File: config.mk
export PLATFORM = sky130hd
export DESIGN_NAME = irq_vector_unit
export DESIGN_NICKNAME = d
export VERILOG_FILES = /design/src/rtl/irq_pkg.sv /design/src/rtl/irq_pending.sv /design/src/rtl/irq_arbiter.sv /design/src/rtl/irq_ctx_pack.sv /design/src/rtl/irq_seq.sv /design/src/rtl/irq_vector_unit.sv
export SDC_FILE = /design/constraint.sdc
export NUM_CORES = 1
export LEC_CHECK = 0
export BUFFER_PORTS_ARGS = -buffer_cell sky130_fd_sc_hd__buf_4
export CAP_MARGIN = 5
export CORE_UTILIZATION = 51
export CTS_BUF_LIST = sky130_fd_sc_hd__clkbuf_4 sky130_fd_sc_hd__clkbuf_8 sky130_fd_sc_hd__clkbuf_16
export DETAILED_ROUTE_END_ITERATION = 8
export GPL_TIMING_DRIVEN = 1
export PLACE_DENSITY = 0.95
export RECOVER_POWER = 25
export REMOVE_ABC_BUFFERS = 1
export SLEW_MARGIN = 20
export SYNTH_ARGS = -nofsm -noshare
export SYNTH_HDL_FRONTEND = slang
export SYNTH_SLANG_ARGS = --single-unit
File: constraint.sdc
create_clock -name clk_i -period 2.7 [get_ports clk_i]
set_input_delay 0.54 -clock clk_i [delete_from_list [all_inputs] [get_ports clk_i]]
set_output_delay 0.54 -clock clk_i [all_outputs]
set_load 0.01 [all_outputs]
File: src/rtl/irq_pkg.sv
package irq_pkg;
  typedef enum logic [2:0] {
    ST_BOOT    = 3'd0,
    ST_IDLE    = 3'd1,
    ST_PUSH_HI = 3'd2,
    ST_PUSH_LO = 3'd3,
    ST_VECTOR  = 3'd4
  } seq_state_e;
endpackage

File: src/rtl/irq_pending.sv
module irq_pending #(
  parameter int NUM_SRC = 3
) (
  input  logic               clk_i,
  input  logic               rst_ni,
  input  logic [NUM_SRC-1:0] set_i,
  input  logic [NUM_SRC-1:0] clr_i,
  output logic [NUM_SRC-1:0] pend_o
);
  for (genvar g = 0; g < NUM_SRC; g++) begin : g_flag
    logic flag_q;
    // a new request beats the acknowledge clear
    always_ff @(posedge clk_i or negedge rst_ni) begin
      if (!rst_ni)        flag_q <= 1'b0;
      else if (set_i[g])  flag_q <= 1'b1;
      else if (clr_i[g])  flag_q <= 1'b0;
    end
    assign pend_o[g] = flag_q;
  end
endmodule

File: src/rtl/irq_arbiter.sv
module irq_arbiter #(
  parameter int NUM_SRC    = 3,
  parameter int PC_W       = 14,
  parameter int VEC_STRIDE = 2
) (
  input  logic [NUM_SRC-1:0] pend_i,
  output logic               any_o,
  output logic [NUM_SRC-1:0] grant_o,
  output logic [PC_W-1:0]    vec_o
);
  always_comb begin
    grant_o = '0;
    vec_o   = '0;
    for (int i = NUM_SRC - 1; i >= 0; i--) begin
      if (pend_i[i]) begin
        grant_o    = '0;
        grant_o[i] = 1'b1;
        vec_o      = PC_W'((i + 1) * VEC_STRIDE);
      end
    end
  end
  assign any_o = |pend_i;
endmodule

File: src/rtl/irq_ctx_pack.sv
module irq_ctx_pack #(
  parameter int PC_W   = 14,
  parameter int BYTE_W = 8
) (
  input  logic [PC_W-1:0]   pc_i,
  input  logic              carry_i,
  input  logic              zero_i,
  output logic [BYTE_W-1:0] hi_o,
  output logic [BYTE_W-1:0] lo_o
);
  // PC_W must equal 2*BYTE_W-2 so both flags fit in the upper byte
  localparam int HI_PC_W = PC_W - BYTE_W;
  logic [HI_PC_W-1:0] pc_hi;
  assign pc_hi = pc_i[PC_W-1:BYTE_W];
  assign hi_o  = {carry_i, zero_i, pc_hi};
  assign lo_o  = pc_i[BYTE_W-1:0];
endmodule

File: src/rtl/irq_seq.sv
module irq_seq
  import irq_pkg::*;
#(
  parameter int NUM_SRC = 3,
  parameter int PC_W    = 14,
  parameter int SP_W    = 8
) (
  input  logic               clk_i,
  input  logic               rst_ni,
  input  logic               any_i,
  input  logic [NUM_SRC-1:0] grant_i,
  input  logic [PC_W-1:0]    vec_i,
  input  logic               ie_set_i,
  input  logic               boundary_i,
  input  logic [PC_W-1:0]    pc_i,
  input  logic               carry_i,
  input  logic               zero_i,
  input  logic [SP_W-1:0]    sp_i,
  output seq_state_e         state_o,
  output logic               ie_o,
  output logic [NUM_SRC-1:0] clr_o,
  output logic [PC_W-1:0]    pc_q_o,
  output logic               carry_q_o,
  output logic               zero_q_o,
  output logic [SP_W-1:0]    sp_q_o,
  output logic [PC_W-1:0]    vec_q_o
);
  seq_state_e state_q, state_d;
  logic       ie_q;
  logic       take;

  assign take = (state_q == ST_IDLE) && ie_q && any_i && boundary_i;

  always_comb begin
    state_d = state_q;
    case (state_q)
      ST_BOOT:    state_d = ST_IDLE;
      ST_IDLE:    if (take) state_d = ST_PUSH_HI;
      ST_PUSH_HI: state_d = ST_PUSH_LO;
      ST_PUSH_LO: state_d = ST_VECTOR;
      ST_VECTOR:  state_d = ST_IDLE;
      default:    state_d = ST_IDLE;
    endcase
  end

  always_ff @(posedge clk_i or negedge rst_ni) begin
    if (!rst_ni) begin
      state_q   <= ST_BOOT;
      ie_q      <= 1'b0;
      pc_q_o    <= '0;
      carry_q_o <= 1'b0;
      zero_q_o  <= 1'b0;
      sp_q_o    <= '0;
      vec_q_o   <= '0;
    end else begin
      state_q <= state_d;
      if (take)          ie_q <= 1'b0;
      else if (ie_set_i) ie_q <= 1'b1;
      if (take) begin
        pc_q_o    <= pc_i;
        carry_q_o <= carry_i;
        zero_q_o  <= zero_i;
        sp_q_o    <= sp_i;
        vec_q_o   <= vec_i;
      end
    end
  end

  assign state_o = state_q;
  assign ie_o    = ie_q;
  assign clr_o   = take ? grant_i : '0;
endmodule

File: src/rtl/irq_vector_unit.sv
module irq_vector_unit
  import irq_pkg::*;
#(
  parameter int NUM_SRC    = 3,
  parameter int PC_W       = 14,
  parameter int BYTE_W     = 8,
  parameter int SP_W       = 8,
  parameter int VEC_STRIDE = 2
) (
  input  logic               clk_i,
  input  logic               rst_ni,
  input  logic [NUM_SRC-1:0] irq_req_i,
  input  logic               ie_set_i,
  input  logic               boundary_i,
  input  logic [PC_W-1:0]    pc_i,
  input  logic               carry_i,
  input  logic               zero_i,
  input  logic [SP_W-1:0]    sp_i,
  output logic               ie_o,
  output logic [NUM_SRC-1:0] pend_o,
  output logic               busy_o,
  output logic               mem_we_o,
  output logic [SP_W-1:0]    mem_addr_o,
  output logic [BYTE_W-1:0]  mem_wdata_o,
  output logic               sp_we_o,
  output logic [SP_W-1:0]    sp_next_o,
  output logic               pc_load_o,
  output logic [PC_W-1:0]    pc_next_o
);
  localparam logic [PC_W-1:0] RESET_PC = '0;

  logic [NUM_SRC-1:0] clr, grant;
  logic               any;
  logic [PC_W-1:0]    vec, vec_q, pc_q;
  logic               carry_q, zero_q;
  logic [SP_W-1:0]    sp_q;
  logic [BYTE_W-1:0]  byte_hi, byte_lo;
  seq_state_e         state;

  irq_pending #(.NUM_SRC(NUM_SRC)) u_pending (
    .clk_i  (clk_i),
    .rst_ni (rst_ni),
    .set_i  (irq_req_i),
    .clr_i  (clr),
    .pend_o (pend_o)
  );

  irq_arbiter #(.NUM_SRC(NUM_SRC), .PC_W(PC_W), .VEC_STRIDE(VEC_STRIDE)) u_arbiter (
    .pend_i  (pend_o),
    .any_o   (any),
    .grant_o (grant),
    .vec_o   (vec)
  );

  irq_seq #(.NUM_SRC(NUM_SRC), .PC_W(PC_W), .SP_W(SP_W)) u_seq (
    .clk_i      (clk_i),
    .rst_ni     (rst_ni),
    .any_i      (any),
    .grant_i    (grant),
    .vec_i      (vec),
    .ie_set_i   (ie_set_i),
    .boundary_i (boundary_i),
    .pc_i       (pc_i),
    .carry_i    (carry_i),
    .zero_i     (zero_i),
    .sp_i       (sp_i),
    .state_o    (state),
    .ie_o       (ie_o),
    .clr_o      (clr),
    .pc_q_o     (pc_q),
    .carry_q_o  (carry_q),
    .zero_q_o   (zero_q),
    .sp_q_o     (sp_q),
    .vec_q_o    (vec_q)
  );

  irq_ctx_pack #(.PC_W(PC_W), .BYTE_W(BYTE_W)) u_pack (
    .pc_i    (pc_q),
    .carry_i (carry_q),
    .zero_i  (zero_q),
    .hi_o    (byte_hi),
    .lo_o    (byte_lo)
  );

  always_comb begin
    busy_o      = 1'b0;
    mem_we_o    = 1'b0;
    mem_addr_o  = sp_q;
    mem_wdata_o = byte_hi;
    sp_we_o     = 1'b0;
    sp_next_o   = sp_q + SP_W'(1);
    pc_load_o   = 1'b0;
    pc_next_o   = RESET_PC;
    case (state)
      ST_BOOT: pc_load_o = 1'b1;
      ST_PUSH_HI: begin
        busy_o   = 1'b1;
        mem_we_o = 1'b1;
        sp_we_o  = 1'b1;
      end
      ST_PUSH_LO: begin
        busy_o      = 1'b1;
        mem_we_o    = 1'b1;
        sp_we_o     = 1'b1;
        mem_addr_o  = sp_q + SP_W'(1);
        mem_wdata_o = byte_lo;
        sp_next_o   = sp_q + SP_W'(2);
      end
      ST_VECTOR: begin
        busy_o    = 1'b1;
        pc_load_o = 1'b1;
        pc_next_o = vec_q;
      end
      default: ;
    endcase
  end
endmodule

# Yosys cells after proc, flatten, opt, wreduce, memory -nomap -nowiden
# Cells that the tools add are included.
[classes]
mux = 24
order_cmp = 0
div_mod_pow = 0
shifts = 0
n_eq_ne = 5
bitwise_logic = 0
n_addsub = 2
mul = 0
n_reduce_logical = 12
[ops]
columns = ["op", "n"]
rows = [
  ["$mux 3", 8],
  ["$mux 8", 3],
  ["$mux 14", 1],
  ["$mux 1", 11],
  ["$pmux 3 s3", 1],
  ["$add 8x1->8 const B", 1],
  ["$add 8x2->8 const B", 1],
  ["$reduce_bool 2->1", 4],
  ["$eq 3x2->1 const B", 2],
  ["$reduce_or 3->1", 2],
  ["$reduce_or 2->1", 2],
  ["$eq 3x1->1 const B", 1],
  ["$eq 3x3->1 const B", 1],
  ["$logic_and 1x1->1", 3],
  ["$logic_not 3->1", 1],
  ["$ne 2x1->1 const B", 1],
]
[word_totals]
rom_bits = 0
word_cells = 53
ram_bits = 0
inputBits = 31
regBits = 45
n_memories = 0
latchBits = 0
output_inout_bits = 46

# Logic depth before layout (Yosys ltp)
[logic_depth]
word_depth = 7
ltp_mapped = 6
ltp_nobuf = 5

# By module
# A second synthesis with hierarchy kept.
[unflattened]
cells_unflattened = 240
hier_area_um2 = 2675.1
[modules_own_cells]
columns = ["mod", "cells_per_inst", "instances", "area_each_um2", "seq_area_each_um2"]
rows = [
  ["irq_seq", 99, 1, 1770.4, 1051.0],
  ["irq_vector_unit", 92, 1, 514.2, 0.0],
  ["irq_arbiter", 21, 1, 138.9, 0.0],
  ["irq_pending", 12, 1, 131.4, 75.1],
  ["irq_ctx_pack", 16, 1, 120.1, 0.0],
]

# Worst setup path after synthesis
# No wires, ideal clock.
[synth_path]
kind = "reg2out"
start = "register u_seq.state_q[2], in the netlist u_seq.state_o[2]"
end = "output port mem_addr_o[7]"
slack_ps = 857
n_path_buf = 0
stages_incl_launch_ff = 6
required_ps = 2160
t_arrival_ps = 1303
cell_sequence = "dfrtp_1 nand3b_1 clkinv_1 nand2_1 nor3_1 xor2_1"
[synth_via]
elab_chain_cells = 2
[synth_rtl]
columns = ["element", "line_no", "text"]
rows = [
  ["start: declaration", "irq_seq.sv:28", "seq_state_e state_q, state_d;"],
  ["start signal: assignment", "irq_seq.sv:56", "state_q <= state_d;"],
  ["$eq 3x2->1", "irq_vector_unit.sv:94", "case (state)"],
  ["$mux 8", "irq_vector_unit.sv:94", ""],
  ["end: declaration", "irq_vector_unit.sv:23", "output logic [SP_W-1:0] mem_addr_o,"],
]
# Every way passes these cells.

# Worst setup path after layout
[layout_path]
start = "register u_seq.state_q[1], in the netlist u_seq.state_o[1]"
end = "output port sp_next_o[7]"
[layout_via]
elab_chain_cells = 2
[layout_rtl]
columns = ["element", "line_no", "text"]
rows = [
  ["$eq 3x2->1", "irq_vector_unit.sv:94", ""],
  ["$mux 8", "irq_vector_unit.sv:94", ""],
  ["end: declaration", "irq_vector_unit.sv:26", "output logic [SP_W-1:0] sp_next_o,"],
]
# Every way passes these cells.

==> impl_metrics.ini <==
[clock_network]
clkSinkCount = 33
ctsRootBufferMaster = clkbuf_4
cts_buffer_depth = 2
cts_buffers = 5
cts_resized = 0
holdBufCountCts = 0
postCtsSetupBuffers = 0
cts_tree = built
cts.clk_slew.worst_paths_ns = 0.09
htree_levels = 2
worstSkewPairLatency_ns = 0.33

[worst_hold_path]
hold_class = in2reg

[logic_synthesis]
async_flop_share_pct = 100
dominantRegCellSynth = dfrtp_1
synth_area_um2 = 1780
yosys_warnings = 0
synth-edff-count = 0
synth_seq_cells = 33
synth_xor_area_share_pct = 6.39
synth_top_family_by_area = simple AND/OR/NAND/NOR gates
synth_cells = 190
yosys.area_share.simple_pct = 20.2
synth_compound_area_share_pct = 3.86
synth_mux_area_share_pct = 12.1
synth.avg_cell_area_um2 = 9.38
synth_cell_type_count = 33
synth_seq_area_share_pct = 46.3
synthAdderAreaFrac_pct = 1.40

[grt]
grt_usage_pct = 21.9
grt_max_degree = 34
grt_pass1_wl_um = 5750
gr-total-overflow = 0
grt_pass1_vias = 1370
antenna_found_initial = 0

[floorplanning]
rows = 21
ioPinCount = 77
dieHeight_um = 61.1
die_area_um2 = 3730
start_util_pct = 53.4
core_area_um2 = 3340
die-width_um = 61.1

[timing]
grt_setup_unrepaired = false
clock_skew_ns = 0.0122
fin_ws_ns = 0.249
min_period_ns = 2.45
maxSlewViolCount = 34
max_freq_mhz = 408
timing.hold.ws_ns = 0.387
tightestPinTransition_ns = 1.74
finalSetupTns_ns = 0
hold_viol = 0
setup_viol = 0
relSlewSlack_pct = -16.3
post-route-period-util_pct = 90.8

[power_and_ir_drop]
p_leak_nw = 1.18
ir_drop_v = 0.000556
powerDensity_nw_per_um2 = 1130

[routing]
dr.pass1.iters = 4
wl_per_cell_um = 11.8
ant_nets = 0
drc_errors = 0
wl_um = 3520
vias_per_cell = 4.89
vias = 1458
drtIter0Drc = 63

[worst_setup_path]
end_kind = output port
regToRegSetupSlack_ns = 1.04
r2r-start = u_seq.state_o[2]
path_class = reg2out
r2r_cells = 4
crit_path_start = u_seq.state_o[1]
required_ns = 2.16
cp_max_fo = 14
critPathLaunchType = flip-flop
r2r_end = u_seq.carry_q_o
cp-endpoint = sp_next_o[7]
cp.arrival_ns = 1.91

[finish]
layout-drive-gt1-share_pct = 38.1
fin_area_um2 = 2290
diodes = 0
final_cells = 298
final_common_cell = buf_4
layout_common_cells = buf_4 (66), nand2_1 (58), dfrtp_1 (33)
areaGrowthSynthToFinish_pct = 28.4
final_nets = 285

[placed_design]
pre_cts_slack_ns = 0.570
hpwl_um = 2560
dp.cells = 291
numPortBuffers = 64
gp_congestion = 0.778
postPlaceCellArea_um2 = 2230

[outcome]
violations = max-capacitance violations, max-slew violations
status = finished with violations

[flow_run]
cap_violations = 1
## worst min path at each step
stage	cells after the start	to	start	slack (ns)
final	2	u_pending.g_flag[1].flag_q	irq_req_i[1]	0.39
after global routing	2	u_pending.g_flag[1].flag_q	irq_req_i[1]	0.37
after CTS	1	u_seq.sp_q_o[5]	rst_ni	0.13
after detailed placement	1	u_seq.sp_q_o[5]	rst_ni	0.50
after global placement	1	u_seq.pc_q_o[13]	u_seq.pc_q_o[13]	0.49
after floorplan	0	u_pending.g_flag[0].flag_q	rst_ni	0.24
## layer usage
layer / global-route usage, % / share of wire (%)
met1: 23.6 / 42
met2: 38.7 / 50
met3: 6.30 / 5.1
met4: 11.7 / 2.2
met5: 0 / 0
## stage by stage
stage                     total power, mW  util (%)
after global routing                 2.82      68.5
final                                2.58      68.5
after detailed placement             2.31      66.9
after global placement               2.26      66.9
after floorplan                      1.67         -
after CTS                            2.61      68.7
## logic make-up (layout without fill, tap and decap cells)
| family | Yosys count | in the layout |
|---|---|---|
| multiplexers | 19 | 19 |
| flip-flops | 33 | 33 |
| buffers and inverters | 26 | 77 |
| AO/OA/AOI/OAI | 11 | 11 |
| adder cells (fa/ha/maj) | 2 | 2 |
| other | 1 | 12 |
| XOR/XNOR | 13 | 13 |
| AND/OR/NAND/NOR | 85 | 85 |
## critical path: stages (launching register included)
cell,delay (ns)
dfrtp_1,0.47
nand3b_1,0.14
clkinv_1,0.33
nor2_1,0.26
nor3_1,0.09
xor2_1,0.14
buf_4,0.15
## where the power goes
group	internal (mW)	switching [mW]	total [mW]
combinational	0.728	0.642	1.37
sequential	0.717	0.201	0.919
clock	0.133	0.154	0.287
## flip-flops by register name (all words and copies together) (netlist names)
register / cells
u_seq.vec_q_o: 2
u_seq.sp_q_o: 8
u_seq.state_o: 3
u_seq.zero_q_o: 1
u_seq.carry_q_o: 1
u_seq.pc_q_o: 14
u_seq.ie_o: 1
u_pending.g_flag.flag_q: 3
## cells in the mapped netlist, types with 3 or more instances
cell | number | area, um2
nand2_1 | 58 | 218
dfrtp_1 | 33 | 826
mux2_2 | 17 | 191
buf_4 | 16 | 120
nor2_1 | 12 | 45.0
xor2_1 | 8 | 70.1
xnor2_1 | 5 | 43.8
nor3_1 | 4 | 20.0
a21oi_1 | 3 | 15.0
buf_2 | 3 | 15.0
o21ai_0 | 3 | 15.0
## cell type report
type                    count  area [um2]
fillers                   280        1050
multi-input cells         142         835
flip-flops and latches     33         826
repair buffers             67         499
clock buffers               7        58.8
well taps                  46        57.6
inverters                   3        11.3
Power figures use the tool's default switching activity.
